`src/rtl/intc_pkg.sv`:
```
package intc_pkg;
  localparam int VEC_W = 16;

  typedef enum logic [1:0] {
    REG_CTRL = 2'd0,
    REG_EN   = 2'd1,
    REG_PRIO = 2'd2,
    REG_PEND = 2'd3
  } reg_sel_e;

  typedef struct packed {
    logic hi;
    logic lo;
  } isr_t;

  function automatic logic [VEC_W-1:0] vec_of(input logic [VEC_W-1:0] idx,
                                               input logic [VEC_W-1:0] base,
                                               input logic [VEC_W-1:0] stride);
    return base + stride * idx;
  endfunction
endpackage

```
`src/rtl/intc_regs.sv`:
```
module intc_regs
  import intc_pkg::*;
#(
  parameter int N = 12,
  parameter int DW = 16,
  parameter int GE_BIT = 7,
  parameter int IW = $clog2(N),
  parameter logic [N-1:0] AUTO_CLR = '0
) (
  input  logic          clk_i,
  input  logic          rst_ni,
  input  logic          we_i,
  input  reg_sel_e      sel_i,
  input  logic [DW-1:0] wdata_i,
  output logic [DW-1:0] rdata_o,
  input  logic [N-1:0]  evt_i,
  input  logic          take_i,
  input  logic [IW-1:0] take_idx_i,
  output logic [N-1:0]  prio_o,
  output logic [N-1:0]  req_o
);
  logic         ge_q;
  logic [N-1:0] en_q, prio_q, pend_q, pend_d, req_q;

  always_comb begin
    pend_d = pend_q;
    if (we_i && sel_i == REG_PEND) pend_d = wdata_i[N-1:0];
    if (take_i && AUTO_CLR[take_idx_i]) pend_d[take_idx_i] = 1'b0;
    pend_d = pend_d | evt_i;  // new events win over clears
  end

  always_ff @(posedge clk_i or negedge rst_ni) begin
    if (!rst_ni) begin
      ge_q   <= 1'b0;
      en_q   <= '0;
      prio_q <= '0;
      pend_q <= '0;
      req_q  <= '0;
    end else begin
      if (we_i && sel_i == REG_CTRL) ge_q <= wdata_i[GE_BIT];
      if (we_i && sel_i == REG_EN)   en_q <= wdata_i[N-1:0];
      if (we_i && sel_i == REG_PRIO) prio_q <= wdata_i[N-1:0];
      pend_q <= pend_d;
      // registered gate: an enable clear lags one cycle
      req_q  <= pend_q & en_q & {N{ge_q}};
    end
  end

  always_comb begin
    rdata_o = '0;
    unique case (sel_i)
      REG_CTRL: rdata_o[GE_BIT] = ge_q;
      REG_EN:   rdata_o[N-1:0] = en_q;
      REG_PRIO: rdata_o[N-1:0] = prio_q;
      REG_PEND: rdata_o[N-1:0] = pend_q;
      default:  rdata_o = '0;
    endcase
  end

  assign prio_o = prio_q;
  assign req_o  = req_q;

  a_r1_evt_latches: assert property (@(posedge clk_i) disable iff (!rst_ni)
    (evt_i != '0) |=> ((pend_q & $past(evt_i)) == $past(evt_i)));

  a_r9_auto_clear: assert property (@(posedge clk_i) disable iff (!rst_ni)
    (take_i && AUTO_CLR[take_idx_i] && !evt_i[take_idx_i] && !(we_i && sel_i == REG_PEND))
      |=> !pend_q[$past(take_idx_i)]);

  a_r3_global_gate: assert property (@(posedge clk_i) disable iff (!rst_ni)
    (req_q != '0) |-> $past(ge_q));
endmodule

```
`src/rtl/intc_pick.sv`:
```
module intc_pick #(
  parameter int N = 12,
  parameter int IW = $clog2(N)
) (
  input  logic [N-1:0]  req_i,
  output logic          hit_o,
  output logic [IW-1:0] idx_o
);
  always_comb begin
    hit_o = |req_i;
    idx_o = '0;
    for (int i = N - 1; i >= 0; i--) begin
      if (req_i[i]) idx_o = IW'(i);
    end
  end
endmodule

```
`src/rtl/intc_seq.sv`:
```
module intc_seq
  import intc_pkg::*;
#(
  parameter int N = 12,
  parameter int IW = $clog2(N)
) (
  input  logic          clk_i,
  input  logic          rst_ni,
  input  logic [N-1:0]  req_i,
  input  logic [N-1:0]  prio_i,
  input  logic          insn_done_i,
  input  logic          reti_i,
  output logic          irq_o,
  output logic          take_o,
  output logic [IW-1:0] idx_o
);
  localparam int LVLS = 2;

  logic [N-1:0]  cand [LVLS];
  logic [IW-1:0] pidx [LVLS];
  logic [LVLS-1:0] hit;
  logic hi_ok, lo_ok, hold_q;
  isr_t isr_q;

  for (genvar l = 0; l < LVLS; l++) begin : g_lvl
    assign cand[l] = (l == 1) ? (req_i & prio_i) : (req_i & ~prio_i);
    intc_pick #(.N(N), .IW(IW)) u_pick (
      .req_i(cand[l]),
      .hit_o(hit[l]),
      .idx_o(pidx[l])
    );
  end

  assign hi_ok  = hit[1] && !isr_q.hi;
  assign lo_ok  = hit[0] && !isr_q.hi && !isr_q.lo;
  assign irq_o  = hi_ok || lo_ok;
  assign idx_o  = hi_ok ? pidx[1] : pidx[0];
  assign take_o = insn_done_i && irq_o && !hold_q && !reti_i;

  always_ff @(posedge clk_i or negedge rst_ni) begin
    if (!rst_ni) begin
      isr_q  <= '0;
      hold_q <= 1'b0;
    end else begin
      if (reti_i) begin
        if (isr_q.hi) isr_q.hi <= 1'b0;
        else          isr_q.lo <= 1'b0;
      end else if (take_o) begin
        if (hi_ok) isr_q.hi <= 1'b1;
        else       isr_q.lo <= 1'b1;
      end
      // one instruction must run after a return
      if (reti_i)           hold_q <= 1'b1;
      else if (insn_done_i) hold_q <= 1'b0;
    end
  end

  a_r5_boundary_only: assert property (@(posedge clk_i) disable iff (!rst_ni)
    take_o |-> insn_done_i);

  a_r8_lo_not_nested: assert property (@(posedge clk_i) disable iff (!rst_ni)
    $rose(isr_q.lo) |-> !$past(isr_q.hi));

  a_r10_reti_pops_hi: assert property (@(posedge clk_i) disable iff (!rst_ni)
    (reti_i && isr_q.hi) |=> (!isr_q.hi && (isr_q.lo == $past(isr_q.lo))));

  a_r11_hold_after_reti: assert property (@(posedge clk_i) disable iff (!rst_ni)
    reti_i |=> (!insn_done_i || !take_o));
endmodule

```
`src/rtl/intc_top.sv`:
```
module intc_top
  import intc_pkg::*;
#(
  parameter int N_SRC = 12,
  parameter int DATA_W = 16,
  parameter int GE_BIT = 7,
  parameter logic [N_SRC-1:0] AUTO_CLR = 12'h055,
  parameter logic [VEC_W-1:0] VEC_BASE = 16'h0003,
  parameter logic [VEC_W-1:0] VEC_STRIDE = 16'h0008
) (
  input  logic              clk_i,
  input  logic              rst_ni,
  input  logic [N_SRC-1:0]  src_evt_i,
  input  logic              reg_we_i,
  input  logic [1:0]        reg_sel_i,
  input  logic [DATA_W-1:0] reg_wdata_i,
  output logic [DATA_W-1:0] reg_rdata_o,
  input  logic              insn_done_i,
  input  logic              reti_i,
  output logic              irq_req_o,
  output logic              vec_take_o,
  output logic [VEC_W-1:0]  vec_addr_o
);
  localparam int IW = $clog2(N_SRC);

  logic [N_SRC-1:0] prio, req;
  logic [IW-1:0]    win_idx;
  logic             take;

  intc_regs #(
    .N(N_SRC), .DW(DATA_W), .GE_BIT(GE_BIT), .IW(IW), .AUTO_CLR(AUTO_CLR)
  ) u_regs (
    .clk_i(clk_i),
    .rst_ni(rst_ni),
    .we_i(reg_we_i),
    .sel_i(reg_sel_e'(reg_sel_i)),
    .wdata_i(reg_wdata_i),
    .rdata_o(reg_rdata_o),
    .evt_i(src_evt_i),
    .take_i(take),
    .take_idx_i(win_idx),
    .prio_o(prio),
    .req_o(req)
  );

  intc_seq #(.N(N_SRC), .IW(IW)) u_seq (
    .clk_i(clk_i),
    .rst_ni(rst_ni),
    .req_i(req),
    .prio_i(prio),
    .insn_done_i(insn_done_i),
    .reti_i(reti_i),
    .irq_o(irq_req_o),
    .take_o(take),
    .idx_o(win_idx)
  );

  assign vec_take_o = take;
  assign vec_addr_o = vec_of(VEC_W'(win_idx), VEC_BASE, VEC_STRIDE);

  a_r6_vec_aligned: assert property (@(posedge clk_i) disable iff (!rst_ni)
    vec_take_o |-> (vec_addr_o[2:0] == VEC_BASE[2:0]));
endmodule

```
`config.mk`:
```
export PLATFORM = sky130hd
export DESIGN_NAME = intc_top
export DESIGN_NICKNAME = d
export VERILOG_FILES = /design/src/rtl/intc_pkg.sv /design/src/rtl/intc_regs.sv /design/src/rtl/intc_pick.sv /design/src/rtl/intc_seq.sv /design/src/rtl/intc_top.sv
export SDC_FILE = /design/constraint.sdc
export NUM_CORES = 1
export LEC_CHECK = 0
export BUFFER_PORTS_ARGS = -buffer_cell sky130_fd_sc_hd__buf_2
export CAP_MARGIN = 0
export CORE_AREA = 3 3 74 76
export CTS_BUF_LIST = sky130_fd_sc_hd__clkbuf_8
export CTS_CLUSTER_SIZE = 20
export DETAILED_ROUTE_END_ITERATION = 6
export DIE_AREA = 0 0 77 79
export PLACE_DENSITY_LB_ADDON = 0.12
export SYNTH_ARGS = -nofsm -noshare
export SYNTH_HDL_FRONTEND = slang
export SYNTH_SLANG_ARGS = --single-unit
```
`constraint.sdc`:
```
create_clock -name clk_i -period 5.75 [get_ports clk_i]
set_input_delay 0.2875 -clock clk_i [delete_from_list [all_inputs] [get_ports clk_i]]
set_output_delay 0.2875 -clock clk_i [all_outputs]
set_load 0.01 [all_outputs]
```
======== After elaboration in Yosys (flattened, before gate mapping) ========
Memories as Yosys holds them, arrays and structs flattened.
Index checks and enable logic that the tools add are counted.
cells by class
  $add $sub $neg .......................... 1
  $lt $le $gt $ge ......................... 2
  equal/unequal tests ..................... 5
  mux-type cells .......................... 40
  bitwise gates (word level) .............. 8
  reduce and logical (&&, ||, !) cells .... 25
operator list
  operator                                                                             number
  4-bit two-way mux                                                                    25
  12-bit AND                                                                           5
  12-bit two-way mux                                                                   2
  12-bit inverter                                                                      2
  12-bit OR reduction                                                                  2
  7-bit one-hot mux with 3 select lines                                                1
  1-bit logical AND                                                                    12
  12-bit OR                                                                            1
  4-bit one-hot mux with 3 select lines                                                1
  2-bit by 7-bit adder with 8-bit output, first input constant                         1
  1-bit two-way mux                                                                    7
  2-bit nonzero test                                                                   3
  4-bit by 5-bit < comparator with 1-bit output, second input constant                 1
  1-bit demux with 4-bit select                                                        1
  2-bit == test, second input constant                                                 2
  4-bit by 1-bit greater-or-equal comparator with 1-bit output, second input constant  1
  1-bit zero test                                                                      4
  2-bit two-way mux                                                                    2
  2-bit != test, second input constant                                                 2
  1-bit one-hot mux with 4 select lines                                                1
  3-bit AND reduction                                                                  1
  2-bit by 1-bit == test with 1-bit output, second input constant                      1
  2-bit zero test                                                                      1
  2-bit AND reduction                                                                  1
  1-bit logical OR                                                                     1
storage, ports and cells
  register bits ........................... 52
  bits in read-only memories .............. 16
  output and inout port bits .............. 34
  word-level logic and storage cells ...... 90
  memories ................................ 1
memory list
  name             depth  width  rd ports  clocked after Yosys merged registers in  wr ports  RTL line         source
  (no name shown)  16     1      1         0                                        0         intc_regs.sv:28  if (take_i && AUTO_CLR[take_idx_i]) pend_d[take_idx_i] = 1'b0;

======== Depth between registers and ports, before layout ========
Gate-level depths: netlist of run 1.
  depth in word-level cells ............... 23
  gate-level depth with buffers ........... 7
  gate-level depth less buffers ........... 7

======== By module ========
From an unflattened synthesis of run 1, not the netlist that was laid out.
unflattened totals
  cells, all modules ...................... 276
  area total of the unflattened synthesis .. 3054.2 µm²
modules (own cells, without submodules)
  module     times used  cells an instance  area an instance (µm²)  seq. area each (µm²)
  intc_regs  1           173                2341.0                  1226.2
  intc_seq   1           45                 357.8                   75.1
  intc_pick  2           22                 128.9                   0.0
  intc_top   1           14                 97.6                    0.0

======== Least setup slack after synthesis of run 1 ========
No wires, ideal clock.
  path kind ............................... flip-flop to output port
  start ................................... reg u_regs.prio_q[2] (netlist: u_regs.prio_o[2])
  end ..................................... out vec_addr_o[3]
  arrival time ............................ 1.814 ns
  data required time ...................... 5.463 ns
  slack ................................... 3.649 ns
  stages on the path, launching flop included .. 8
  buffers on the path ..................... 1
  cell sequence ........................... dfrtp_1 -> a22oi_1 -> a41oi_1 -> or2_1 -> buf_2 -> a2111oi_2 -> a41oi_1 -> inv_1
between the ends
  cells in the longest elaborated chain, start to end .. 7
  elaborated cells between the ends (all ways) .. 13
  those cells by class .................... 1 x add/sub; 7 x mux; 3 x bitwise; 2 x reduce/logical
RTL lines
  element                                   RTL line         source
  start: declaration                        intc_regs.sv:23  logic [N-1:0] en_q, prio_q, pend_q, pend_d, req_q;
  start signal: assignment                  intc_regs.sv:42  if (we_i && sel_i == REG_PRIO) prio_q <= wdata_i[N-1:0];
  12-bit inverter                           intc_seq.sv:26   assign cand[l] = (l == 1) ? (req_i & prio_i) : (req_i & ~prio_i);
  12-bit AND                                n/a
  4-bit two-way mux (3 in series)           intc_pick.sv:13  if (req_i[i]) idx_o = IW'(i);
  4-bit two-way mux *                       intc_seq.sv:37   assign idx_o = hi_ok ? pidx[1] : pidx[0];
  2-bit by 7-bit adder with 8-bit output *  intc_pkg.sv:19   return base + stride * idx;
  end: declaration                          intc_top.sv:22   output logic [VEC_W-1:0] vec_addr_o
Every way passes the cells marked *; elsewhere a longest branch is shown, timed or not.

======== Final worst setup path of run 1 ========
  start ................................... reg u_regs.prio_q[5] (netlist: u_regs.prio_o[5])
  end ..................................... out vec_addr_o[3]
between the ends
  cells in the longest elaborated chain, start to end .. 10
  elaborated cells between the ends (all ways) .. 19
  those cells by class .................... 1 x add/sub; 13 x mux; 3 x bitwise; 2 x reduce/logical
RTL lines
  element                                   RTL line
  12-bit inverter                           intc_seq.sv:26
  12-bit AND                                n/a
  4-bit two-way mux (6 in series)           intc_pick.sv:13
  4-bit two-way mux *                       intc_seq.sv:37
  2-bit by 7-bit adder with 8-bit output *  intc_pkg.sv:19
Marked as above.

==> results of run 1 <==
-- state kept, by name (all words and copies together), names as in the netlist --
signal         flops
u_regs.en_q       12
u_regs.pend_q     12
u_regs.req_o      12
u_seq.hold_q       1
u_regs.prio_o     12
u_seq.isr_q        2
u_regs.ge_q        1
-- worst max-delay path: cells and delay by family, from the launching register on --
kind	cells	cell delay, ns
and+or+nand+nor	1	0.38
DFF	1	0.44
buffers and inverters	2	0.24
AOI/OAI and AO/OA	4	1.07
-- layer usage --
metal  up-vias  GRT usage [%]  part of all wire, %
met1      1066           30.7                   45
met4         0           6.76                  1.1
met3         7           4.20                  6.2
li1       1059              -                    -
met2        72           39.1                   48
met5         -              0                    0
-- worst min path at each step --
| stage | startpoint | end | slack (ns) | cells past startpoint |
|---|---|---|---|---|
| 2_1_floorplan | rst_ni | u_regs.en_q[0] | -0.008 | 0 |
| 6_report | rst_ni | u_regs.en_q[5] | 0.08 | 2 |
| 4_1_cts | rst_ni | u_regs.en_q[5] | 0.10 | 2 |
| 3_3_place_gp | rst_ni | u_regs.pend_q[8] | 0.44 | 2 |
| 3_5_place_dp | rst_ni | u_regs.en_q[8] | 0.44 | 2 |
| 5_1_grt | rst_ni | u_regs.en_q[8] | 0.12 | 2 |
-- power breakdown --
part | internal (mW) | leakage, nW | switching [mW]
registers | 0.421 | 0.604 | 0.0612
clock network | 0.0986 | 0.0516 | 0.121
logic | 0.162 | 0.868 | 0.183
-- cells by family (layout without fill, tap and decap cells) --
family	after synthesis	count (layout)	share of synthesized area (%)
AND/OR/NAND/NOR	102	102	19.1
flip-flops	52	52	45.1
multiplexers	37	37	14.8
other	2	16	0.260
buffers and inverters	34	64	6.55
AO/OA/AOI/OAI	49	49	14.1
-- metrics by stage --
step | instances | worst slack, ns
5_1_grt | 387 | 2.78
4_1_cts | 387 | 2.99
2_1_floorplan | 290 | 3.65
6_report | 387 | 3.01
3_5_place_dp | 379 | 3.36
3_3_place_gp | 379 | 3.35
-- placed cells by master, fill, tap and decap left out, drive strengths merged, types with 6 or more instances in the layout --
| cell | instances |
|---|---|
| dfrtp | 52 |
| buf | 49 |
| nand2 | 38 |
| mux2 | 36 |
| conb | 16 |
| and3 | 15 |
| nand2b | 14 |
| a22o | 12 |
| nand3b | 10 |
| inv | 8 |
| a22oi | 6 |
| clkbuf | 6 |
| a41oi | 6 |
-- layout make-up --
type	instances	area share, %
flip-flops and latches	52	40.6
multi-input cells	204	45.2
clock inverters	2	0.430
inverters	7	0.821
well taps	67	2.62
repair buffers	49	7.74
clock buffers	6	2.58
==> summary.txt, run 1 <==
RR Startpoint: u_regs.prio_o[5]
DIE AREA: 6080 sq um
Final min period: 2.74 ns
Post-CTS Setup Inserts: 0
CTS Root Cell: clkbuf_8
Synth Register Bits: 52
gp weighted congestion: 0.890
Iter 0 DRT Violations: 176
H-tree levels: 2
most used cell, CP: a41oi_1
Post-synth EDFFs: 0
synthesized area per cell: 10.4 sq um
DRT Pass-1 Iters: 4
Slew Viols, Final: 0
fin nets: 354
power per cell area: 327 nW/um^2
clock skew: 0.00653 ns
height of the die: 79 um
Worst-path clk slew: 0.09 ns
vias in the first global route: 2227
crit path to: vec_addr_o[3]
Post-CTS Resized: 0
Final Util: 66.9%
outcome: completed
endpoints failing setup: 0
Yosys cell types: 42
Crit path required time: 5.46 ns
post-cts hold buffer count: 0
count leader, synth: dfrtp_1
DRC violations left: 0
IO Count: 69
area post-placement: 3110 sq um
layout cells sized above 1: 31.6%
Final ANT Viol Nets: 0
Setup CP Type: flop to primary output
synth-to-layout area growth: 11.0%
Max FO, Critical Path: 8
core footprint: 4790 sq um
Port-buffer cells: 48
total grt overflow: 0
largest net degree at the start of global routing: 53
Reg area: 1300 sq um
FP Rows: 25
final count of hold timing violations: 0
dominant synthesized flop cell: dfrtp_1
initial antenna violation count: 0
post-DR wirelength/cell: 17.1 um
CTS sink cnt: 52
post-synthesis sequential area ratio: 45.1%
DR vias/cell: 5.70
CP startpoint kind: flop
insertion delay to the later sink of the worst-skew pair: 0.31 ns
total track usage: 23.2%
Synth top cells by count: 52 x dfrtp_1, 38 x nand2_1, 36 x mux2_2
gate count after technology mapping: 276
Slew @ Worst Pin: 1.02 ns
Multi-input gate area: 1450 sq um
crit end category: primary output
Setup crit start: u_regs.prio_o[5]
fmax: 0.365 GHz
slowest CP cell: dfrtp_1
slowest stage delay, CP: 0.44 ns
Synth top area share: 45.1%
Critical Path, Cell by Cell: a22oi_1, a41oi_1, or2_1, a2111oi_2, a41oi_1, inv_1, buf_2
Slew HR: 31.7%
CTS tree: done
fillers: 404
async set or reset register ratio after synthesis: 100%
CTS Buffer Depth: 2
top post-synthesis cells by area: dfrtp_1 45%, mux2_2 14%, nand2_1 4.9%
CP Data Arrival Time: 2.45 ns
Num CTS Buffers: 5
first-pass GRT wire length: 11.0 mm
setup TNS: 0 ns
post-DP HPWL: 4.85 mm
r2r worst-path depth: 5
WHS: 0.0769 ns
final WL: 6.62 mm
final worst-path cycle share: 47.6%
chip width: 77 um
VDD IR-drop max: 0.000225 V
Syn Std Cell Area: 2880 sq um
Starting Density: 60.3%
Max Cap Violations: 0
antenna diode count: 0
cell taking the most area after synthesis: dfrtp_1
Finished Cell Area: 3200 sq um
vias: 2204
unrepaired setup endpoints after global routing: no
RR Endpoint: u_regs.pend_q[0]
r2r setup slk: 3.48 ns
HP Class: input port to asynchronous set/reset pin
total power draw: 1.05 mW
leakage: 1.52 nW
Synthesis Warnings: 0
No activity file was read; power rests on OpenSTA's default activity.
==> inputs of run 2 (changes only) <==
--- a/config.mk
+++ b/config.mk
@@ -5,13 +5,14 @@
 export SDC_FILE = /design/constraint.sdc
 export NUM_CORES = 1
 export LEC_CHECK = 0
+export ABC_AREA = 1
 export BUFFER_PORTS_ARGS = -buffer_cell sky130_fd_sc_hd__buf_2
 export CAP_MARGIN = 0
-export CORE_AREA = 3 3 74 76
+export CORE_AREA = 3 3 76 78
 export CTS_BUF_LIST = sky130_fd_sc_hd__clkbuf_8
 export CTS_CLUSTER_SIZE = 20
 export DETAILED_ROUTE_END_ITERATION = 6
-export DIE_AREA = 0 0 77 79
+export DIE_AREA = 0 0 79 81
 export PLACE_DENSITY_LB_ADDON = 0.12
 export SYNTH_ARGS = -nofsm -noshare
 export SYNTH_HDL_FRONTEND = slang
==> constraint.sdc (replaced) <==
create_clock -name clk_i -period 2.7 [get_ports clk_i]
set_input_delay 0.135 -clock clk_i [delete_from_list [all_inputs] [get_ports clk_i]]
set_output_delay 0.135 -clock clk_i [all_outputs]
set_load 0.01 [all_outputs]
==> summary.txt, run 2 <==
outcome: completed
CP startpoint kind: flop
Final ANT Viol Nets: 0
count leader, synth: nand2_1
Synthesis Warnings: 0
total track usage: 21.9%
gate count after technology mapping: 376
final worst-path cycle share: 71.4%
post-DR wirelength/cell: 12.9 um
layout cells sized above 1: 19.6%
final WL: 6.43 mm
CTS tree: done
height of the die: 81 um
fin nets: 462
synth-to-layout area growth: 13.4%
final count of hold timing violations: 0
met3 WL: 329 um
total grt overflow: 0
Slew @ Worst Pin: 0.854 ns
Worst-path clk slew: 0.10 ns
insertion delay to the later sink of the worst-skew pair: 0.31 ns
Iter 0 DRT Violations: 124
Final min period: 1.93 ns
Setup CP Type: flop to primary output
Synth top cells by count: 123 x nand2_1, 54 x inv_1, 52 x dfrtp_1
power per cell area: 673 nW/um^2
endpoints failing setup: 0
Num CTS Buffers: 5
synthesized area per cell: 7.56 sq um
DIE AREA: 6400 sq um
CP Data Arrival Time: 1.79 ns
first-pass GRT wire length: 10.9 mm
post-DP HPWL: 4.76 mm
Syn Std Cell Area: 2840 sq um
Final Util: 62.8%
HP Class: input port to flop
DRT Pass-1 Iters: 4
largest net degree at the start of global routing: 28
max layer used: met4
leakage: 1.81 nW
Synth top area share: 45.8%
Max Cap Violations: 0
commonest cells after routing, fill and taps aside: 123 x nand2_1, 54 x inv_1, 52 x dfrtp_1
top post-synthesis cells by area: dfrtp_1 46%, nand2_1 16%, inv_1 7.1%
clock skew: 0.0124 ns
Post-synth EDFFs: 0
VDD IR-drop max: 0.000359 V
metal2 WL: 2.97 mm
commonest non-fill, non-tap cell in the layout: nand2_1
setup TNS: 0 ns
core footprint: 5140 sq um
Port-buffer cells: 48
fmax: 0.518 GHz
IO Count: 69
CTS Root Cell: clkbuf_8
vias: 2485
Crit path required time: 2.57 ns
Post-CTS Resized: 0
Starting Density: 55.3%
post-synthesis sequential area ratio: 45.8%
crit end category: primary output
cell taking the most area after synthesis: dfrtp_1
CTS Buffer Depth: 2
FP Rows: 26
async set or reset register ratio after synthesis: 100%
Max FO, Critical Path: 6
CTS sink cnt: 52
DR vias/cell: 4.99
dominant synthesized flop cell: dfrtp_1
met1 WL: 3.04 mm
chip width: 79 um
Slew HR: 43.0%
initial antenna violation count: 0
antenna diode count: 0
H-tree levels: 2
DRC violations left: 0
Yosys cell types: 30
Slew Viols, Final: 0
gp weighted congestion: 0.781
vias in the first global route: 2347
unrepaired setup endpoints after global routing: no
Synth Register Bits: 52
-- run 2: final cells by class --
cell class                      count  area (sq um)
Clock buffer                        5          68.8
Clock inverter                      3          42.5
Fill cell                         500          1910
Inverter                           61           229
Multi-Input combinational cell    255          1220
Sequential cell                    52          1300
Tap cell                           70          87.6
Timing Repair Buffer               52           273
-- run 2: repair_timing --
action | in CTS | in global routing
setup buffers | 0 | 0
endpoints found under the hold margin | 25 | 0
hold buffers | 1 | 0
-- run 2: power breakdown --
group / total (mW) / internal, mW / switching, mW
clock network: 0.544 / 0.275 / 0.270
logic: 0.669 / 0.241 / 0.428
registers: 0.957 / 0.880 / 0.0771
total: 2.17 / 1.40 / 0.774
-- run 2: worst paths after layout --
| path | from | endpoint | slack, ns | cells past startpoint |
|---|---|---|---|---|
| setup reg to reg | u_regs.prio_o[7] | u_regs.pend_q[6] | 0.90 | 16 |
| hold reg to reg | u_regs.en_q[6] | u_regs.en_q[6] | 0.50 | 2 |
| hold / removal | src_evt_i[0] | u_regs.pend_q[0] | 0.003 | 3 |
| max in group asynchronous | rst_ni | u_regs.req_o[9] | 1.57 | 3 |
| setup / recovery | u_regs.prio_o[6] | vec_addr_o[5] | 0.77 | 10 |
| min in group asynchronous | rst_ni | u_regs.pend_q[5] | 0.36 | 2 |
-- run 2: logic make-up (layout without fill, tap and decap cells) --
kind of cell / count (synthesis) / in the layout / synth area share [%]
other cells: 2 / 16 / 0.264
simple gates: 167 / 167 / 26.3
flops: 52 / 52 / 45.8
buf+inv: 83 / 121 / 13.1
compound gates: 72 / 72 / 14.7
-- run 2: layer usage --
metal	GRT usage, %	up-vias
met5	0	-
met4	8.25	0
met3	3.99	9
met2	34.5	65
met1	30.3	1165
li1	-	1246
-- run 2: critical path, stage by stage, from the launching register on --
cell	delay [ns]
dfrtp_1	0.43
nand2_1	0.09
nand2_1	0.07
inv_2	0.05
nand2_4	0.06
nor2_2	0.05
nand2_4	0.06
nand2_4	0.07
a22oi_1	0.29
inv_1	0.14
buf_2	0.16
-- run 2: stage by stage --
stage	cell area, sq um	total power, mW	instances	hold slack, ns	setup WS (ns)
global placement	3100	1.63	489	0.164	0.912
global route	3230	2.33	498	0.00820	0.620
CTS	3230	2.18	498	0.00625	0.788
floorplan	2900	1.45	390	-0.161	1.12
detailed placement	3100	1.64	489	0.169	0.874
finish	3230	2.17	498	0.00345	0.771
